File: config.mk
export PLATFORM = sky130hd
export DESIGN_NAME = core16_cpu
export DESIGN_NICKNAME = d
export VERILOG_FILES = /design/src/rtl/core16_pkg.sv /design/src/rtl/core16_decode.sv /design/src/rtl/core16_regfile.sv /design/src/rtl/core16_alu.sv /design/src/rtl/core16_cpu.sv
export SDC_FILE = /design/constraint.sdc
export NUM_CORES = 1
export LEC_CHECK = 0
export ABC_CLOCK_PERIOD_IN_PS = 5100
export BUFFER_PORTS_ARGS = -buffer_cell sky130_fd_sc_hd__buf_2
export CAP_MARGIN = 0
export CORE_MARGIN = 2
export CORE_UTILIZATION = 40
export DETAILED_ROUTE_END_ITERATION = 10
export PLACE_DENSITY = 0.62
export SYNTH_ARGS = -nofsm -noshare
export SYNTH_HDL_FRONTEND = slang
export SYNTH_HIERARCHICAL = 1
export SYNTH_SLANG_ARGS = --single-unit
File: constraint.sdc
create_clock -name clk -period 5.1 [get_ports clk]
set_clock_uncertainty 0.2 [all_clocks]
set_input_delay 1.02 -clock clk [delete_from_list [all_inputs] [get_ports clk]]
set_output_delay 1.02 -clock clk [all_outputs]
set_load 0.02 [all_outputs]
File: src/rtl/core16_pkg.sv
// Package: shared widths, opcode encoding and decoded control bundle for
// the single-cycle core. Assumes a fixed 16-bit word and eight registers.
package core16_pkg;

    parameter int XLEN    = 16;
    parameter int NREG    = 8;
    parameter int RIDX_W  = $clog2(NREG);
    parameter int OP_W    = 3;
    parameter int SIMM_W  = 7;
    parameter int UIMM_W  = 10;
    parameter int LUI_SH  = XLEN - UIMM_W;

    // Opcode encoding: the single place the numbering is defined.
    typedef enum logic [OP_W-1:0] {
        OP_ADD  = 3'b000,
        OP_ADDI = 3'b001,
        OP_NAND = 3'b010,
        OP_LUI  = 3'b011,
        OP_SW   = 3'b100,
        OP_LW   = 3'b101,
        OP_BEQ  = 3'b110,
        OP_JALR = 3'b111
    } opcode_e;

    typedef enum logic [1:0] {
        ALU_ADD,
        ALU_NAND,
        ALU_PASS
    } alu_e;

    typedef enum logic [1:0] {
        WB_ALU,
        WB_MEM,
        WB_LINK
    } wbsel_e;

    typedef struct packed {
        opcode_e           op;
        logic [RIDX_W-1:0] ra;
        logic [RIDX_W-1:0] rb;
        logic [RIDX_W-1:0] ry;      // second read port: rC or rA
        logic [XLEN-1:0]   imm;
        logic              use_imm;
        alu_e              alu;
        logic              reg_we;
        wbsel_e            wb;
        logic              mem_we;
        logic              is_beq;
        logic              is_jalr;
        logic              is_halt;
    } ctrl_t;

endpackage

File: src/rtl/core16_decode.sv
// Module: instruction decoder. Turns one instruction word into a control
// bundle. Purely combinational; assumes the word is valid every cycle.
module core16_decode
    import core16_pkg::*;
(
    input  logic [XLEN-1:0] instr,
    output ctrl_t           ctrl
);

    opcode_e            op;
    logic [SIMM_W-1:0]  simm;
    logic [UIMM_W-1:0]  uimm;

    assign op   = opcode_e'(instr[XLEN-1 -: OP_W]);
    assign simm = instr[SIMM_W-1:0];
    assign uimm = instr[UIMM_W-1:0];

    // Purpose: derive all control fields from the opcode and immediates.
    always_comb begin
        ctrl         = '0;
        ctrl.op      = op;
        ctrl.ra      = instr[12:10];
        ctrl.rb      = instr[9:7];
        ctrl.ry      = instr[12:10];
        ctrl.imm     = {{(XLEN-SIMM_W){simm[SIMM_W-1]}}, simm};
        ctrl.alu     = ALU_ADD;
        ctrl.wb      = WB_ALU;
        unique case (op)
            OP_ADD: begin
                ctrl.ry     = instr[RIDX_W-1:0];
                ctrl.reg_we = 1'b1;
            end
            OP_NAND: begin
                ctrl.ry     = instr[RIDX_W-1:0];
                ctrl.alu    = ALU_NAND;
                ctrl.reg_we = 1'b1;
            end
            OP_ADDI: begin
                ctrl.use_imm = 1'b1;
                ctrl.reg_we  = 1'b1;
            end
            OP_LUI: begin
                ctrl.imm     = {uimm, {LUI_SH{1'b0}}};
                ctrl.use_imm = 1'b1;
                ctrl.alu     = ALU_PASS;
                ctrl.reg_we  = 1'b1;
            end
            OP_SW: begin
                ctrl.use_imm = 1'b1;
                ctrl.mem_we  = 1'b1;
            end
            OP_LW: begin
                ctrl.use_imm = 1'b1;
                ctrl.reg_we  = 1'b1;
                ctrl.wb      = WB_MEM;
            end
            OP_BEQ: begin
                ctrl.is_beq = 1'b1;
            end
            OP_JALR: begin
                ctrl.is_halt = (simm != '0);
                ctrl.is_jalr = (simm == '0);
                ctrl.reg_we  = (simm == '0);
                ctrl.wb      = WB_LINK;
            end
            default: ;
        endcase
    end

endmodule

File: src/rtl/core16_regfile.sv
// Module: general register file, two combinational read ports and one
// write port. Entry 0 is hard-wired to zero; all others clear on a
// synchronous active-low reset. Assumes write-before-read is not needed
// within a cycle (reads see the value before the edge).
module core16_regfile #(
    parameter int W    = 16,
    parameter int N    = 8,
    localparam int AW  = $clog2(N)
) (
    input  logic          clk,
    input  logic          rst_n,
    input  logic          we,
    input  logic [AW-1:0] waddr,
    input  logic [W-1:0]  wdata,
    input  logic [AW-1:0] raddr_x,
    output logic [W-1:0]  rdata_x,
    input  logic [AW-1:0] raddr_y,
    output logic [W-1:0]  rdata_y
);

    logic [N-1:0][W-1:0] regs;

    for (genvar i = 0; i < N; i++) begin : g_reg
        if (i == 0) begin : g_zero
            assign regs[i] = '0;
        end else begin : g_store
            logic [W-1:0] q;
            // Purpose: hold register i; clear on reset, load on a matching write.
            always_ff @(posedge clk) begin
                if (!rst_n)
                    q <= '0;
                else if (we && (waddr == AW'(i)))
                    q <= wdata;
            end
            assign regs[i] = q;
        end
    end

    assign rdata_x = regs[raddr_x];
    assign rdata_y = regs[raddr_y];

endmodule

File: src/rtl/core16_alu.sv
// Module: execute unit. Adds, NANDs, or passes the second operand.
// Combinational; wraps modulo 2^W on addition.
module core16_alu
    import core16_pkg::*;
#(
    parameter int W = 16
) (
    input  alu_e         op,
    input  logic [W-1:0] a,
    input  logic [W-1:0] b,
    output logic [W-1:0] y
);

    // Purpose: select the result of the requested operation.
    always_comb begin
        unique case (op)
            ALU_NAND: y = ~(a & b);
            ALU_PASS: y = b;
            default:  y = a + b;
        endcase
    end

endmodule

File: src/rtl/core16_cpu.sv
// Module: single-cycle core top. Fetch, decode, register read, execute,
// memory access and write-back all happen within one clock cycle. State
// (PC, registers, halt flag) updates on the rising edge. Assumes both
// memory ports return read data combinationally for the address driven
// in the same cycle. Reset is synchronous and active-low.
module core16_cpu
    import core16_pkg::*;
(
    input  logic            clk,
    input  logic            rst_n,
    output logic [XLEN-1:0] imem_addr,
    input  logic [XLEN-1:0] imem_data,
    output logic [XLEN-1:0] dmem_addr,
    input  logic [XLEN-1:0] dmem_rdata,
    output logic [XLEN-1:0] dmem_wdata,
    output logic            dmem_we,
    output logic            halt
);

    logic [XLEN-1:0] pc_q;
    logic [XLEN-1:0] pc_next;
    logic [XLEN-1:0] pc_inc;
    logic [XLEN-1:0] br_target;
    logic            halted_q;
    logic            active;
    ctrl_t           ctrl;
    logic [XLEN-1:0] opx;
    logic [XLEN-1:0] opy;
    logic [XLEN-1:0] alu_b;
    logic [XLEN-1:0] alu_y;
    logic [XLEN-1:0] wb_data;
    logic            operands_equal;

    assign active = rst_n && !halted_q;

    core16_decode u_decode (
        .instr (imem_data),
        .ctrl  (ctrl)
    );

    core16_regfile #(
        .W (XLEN),
        .N (NREG)
    ) u_regfile (
        .clk     (clk),
        .rst_n   (rst_n),
        .we      (ctrl.reg_we && active),
        .waddr   (ctrl.ra),
        .wdata   (wb_data),
        .raddr_x (ctrl.rb),
        .rdata_x (opx),
        .raddr_y (ctrl.ry),
        .rdata_y (opy)
    );

    assign alu_b = ctrl.use_imm ? ctrl.imm : opy;

    core16_alu #(
        .W (XLEN)
    ) u_alu (
        .op (ctrl.alu),
        .a  (opx),
        .b  (alu_b),
        .y  (alu_y)
    );

    assign pc_inc         = pc_q + XLEN'(1);
    assign br_target      = pc_inc + ctrl.imm;
    assign operands_equal = (opx == opy);

    // Purpose: choose the value committed to the destination register.
    always_comb begin
        unique case (ctrl.wb)
            WB_MEM:  wb_data = dmem_rdata;
            WB_LINK: wb_data = pc_inc;
            default: wb_data = alu_y;
        endcase
    end

    // Purpose: choose the next program counter.
    always_comb begin
        if (ctrl.is_halt)
            pc_next = pc_q;
        else if (ctrl.is_jalr)
            pc_next = opx;
        else if (ctrl.is_beq && operands_equal)
            pc_next = br_target;
        else
            pc_next = pc_inc;
    end

    // Purpose: program counter and halt flag, frozen once halted.
    always_ff @(posedge clk) begin
        if (!rst_n) begin
            pc_q     <= '0;
            halted_q <= 1'b0;
        end else if (!halted_q) begin
            pc_q     <= pc_next;
            halted_q <= ctrl.is_halt;
        end
    end

    assign imem_addr  = pc_q;
    assign dmem_addr  = alu_y;
    assign dmem_wdata = opy;
    assign dmem_we    = ctrl.mem_we && active;
    assign halt       = halted_q;

endmodule

==> summary.md <==
- **Clock Root Buffer** sky130_fd_sc_hd__clkbuf_16
- **largest stage delay on the critical path** 380 ps
- **global-route wire length before repair** 61,600 um
- **fraction of layout cells with a size suffix above 1** 0.363
- **overall overflow remaining after global route** 0
- **Data required, critical path** 3880 ps
- **Port Buffers** 83
- **post-synthesis net count** 1,360
- **category of the worst setup path launch point** primary input
- **Synth Instances** 1,284
- **Std-Cell Rows** 61
- **cell-by-cell trace of the critical path** buf_6 -> nor2_4 -> mux2_4 -> buf_6 -> mux2_4 -> a221oi_4 -> a221oi_4 -> mux2_4 -> ha_4 -> fa_2 -> a21oi_4 -> o211ai_1 -> nand4_1 -> nand3_1 -> a31o_4 -> buf_6
- **reported max-cap violation count** 0
- **final estimated routing congestion in global placement** 0.960
- **number of buffers created by CTS** 17
- **worst min-delay path class** flip-flop to flip-flop
- **die outline height** 171 um
- **Area growth, synth to finish** 27.7%
- **violated checks** negative setup slack
- **number of routed nets with antenna violations** 0
- **clock latency reported for the late side of the worst-skew pair** 440 ps
- **run status** finished with violations
- **H-tree levels** 4
- **type of the worst setup path** primary input to primary output
- **endpoint arrival time on the critical path** 4310 ps
- **worst-path cell with the longest stage delay** sky130_fd_sc_hd__fa_2
- **final hold violations** 0
- **DIE AREA** 29,200 sq um
- **Max-slew headroom** 0.160
- **final-report setup violation count** 13
- **total half-perimeter wirelength after legalization and detailed placement** 30,400 um
- **combined global-route utilization of all metal layers** 0.281
- **area of the core** 27,600 sq um
- **combined area of all synthesized cells** 11,100 sq um
- **maximum number of pins on one net before global-route repair** 127
- **Nets** 1,533
- **clock input transition at the sequential cells of the worst setup and hold paths** 70 ps
- **final hold slack** 271 ps
- **CTS sink cnt** 129
- **vias per cell** 5.76
- **total iterations of the first detailed-routing run** 6
- **share of the clock period used by the worst path** 1.08
- **fin crit period** 5530 ps
- **Max Fclk** 181 MHz
- **number of DRC violations after detailed routing** 0
- **floorplan die width** 171 um
- **LEAKAGE** 0.00563 uW
- **Post-Synthesis Mean Instance Area** 8.66 sq um
- **Worst VDD drop** 0.000221 V
- **Least-Margin Pin Slew** 1260 ps
- **IO Count** 84
- **average wire length per cell after detail routing** 22.0 um
- **number of buffers between clock root and the deepest sink** 2
- **TritonCTS clock tree** yes
- **total via count in the routed design** 10,700
- **worst-path fanout max** 5
- **diode insertion count for antenna repair** 0
- **DP Worst Slack** -632 ps
- **final critical-path setup slack** -431 ps
- **starting DRC count in detailed routing** 835
- **RSZ-0062 raised after global routing** yes
- **Total Routed Length** 40,700 um
- **count of yosys warnings during synthesis** 6
- **number of slew-limit violations in the final report** 0
- **number of global-route vias before repair** 10,500
- **initial antenna violation count** 0
- **type of element capturing the critical path** primary output
- **ratio of total power to cell area** 263 nW/um^2
- **Starting Density** 0.404
## metal layers
metal  GRT usage  part of all wire  wire length, um
met1       0.353              0.42            17100
met3      0.0347             0.054             2190
met4       0.148             0.050             2030
met2       0.470              0.48            19400
met5           0                 0                0
## metrics by stage
step | util | instance area (sq um) | std cells | TNS [ps] | power [uW]
2_1_floorplan | - | 11700 | 1284 | -862 | 1880
3_3_place_gp | 0.478 | 13200 | 1802 | -8210 | 2380
3_5_place_dp | 0.478 | 13200 | 1802 | -11260 | 2380
4_1_cts | 0.512 | 14100 | 1844 | -4080 | 3700
5_1_grt | 0.515 | 14200 | 1848 | -5220 | 3880
6_report | 0.515 | 14200 | 1848 | -3670 | 3740
## where the power goes
part	internal (uW)	total, uW	switching [uW]
Sequential	1030	1050	23.6
Clock	697	1260	563
Combinational	631	1430	795
## path summary, 6_finish.rpt
check	startpoint	endpoint	slack, ps	cells after the start
max reg2reg	u_regfile/g_reg[3].g_store.q[2]$_SDFFE_PN0P_	u_regfile/g_reg[3].g_store.q[15]$_SDFFE_PN0P_	1080	16
min reg2reg	u_regfile/g_reg[3].g_store.q[14]$_SDFFE_PN0P_	u_regfile/g_reg[3].g_store.q[14]$_SDFFE_PN0P_	270	2
max	imem_data[15]	dmem_addr[12]	-430	16
min	u_regfile/g_reg[3].g_store.q[14]$_SDFFE_PN0P_	u_regfile/g_reg[3].g_store.q[14]$_SDFFE_PN0P_	270	2
## layout by cell type, fill, tap and decap left out, drive strengths merged, types with 6 or more instances in the layout
master	n
a21boi	114
a21oi	44
a221oi	69
a22o	6
a22oi	16
and2	7
and2b	6
and3	9
buf	263
clkbuf	17
dfxtp	129
ha	40
inv	35
mux2	63
mux2i	76
nand2	297
nand3	17
nand3b	6
nand4	16
nor2	32
nor2b	7
nor3	7
o211ai	10
o21ai	54
xnor2	33
xor2	17
## critical path, delay by kind of cell
kind            cells  cell delay, ps
fa+ha+maj           2             550
compound gates      5             950
mux                 3             990
buf+inv             3             380
simple gates        3             430
## repair_timing
item,CTS,global route
endpoints found under the setup margin,15,15
gates resized for setup,42,17
gates cloned,1,0
hold buffers,0,0
setup buffers,10,5
pin swaps,17,22
## state kept, by name (all words and copies together), names as in the netlist
name,count
halt,1
imem_addr,16
u_regfile/g.g_store.q,112
## layout make-up
cell class / instances / area (sq um)
sequential: 129 / 2580
clock buffer: 17 / 425
tap: 378 / 473
timing repair buffer: 263 / 2030
fill: 2549 / 13400
clock inverter: 15 / 164
inverter: 24 / 90.1
multi-input combinational: 1022 / 8440
Power figures use the tool's default switching activity.
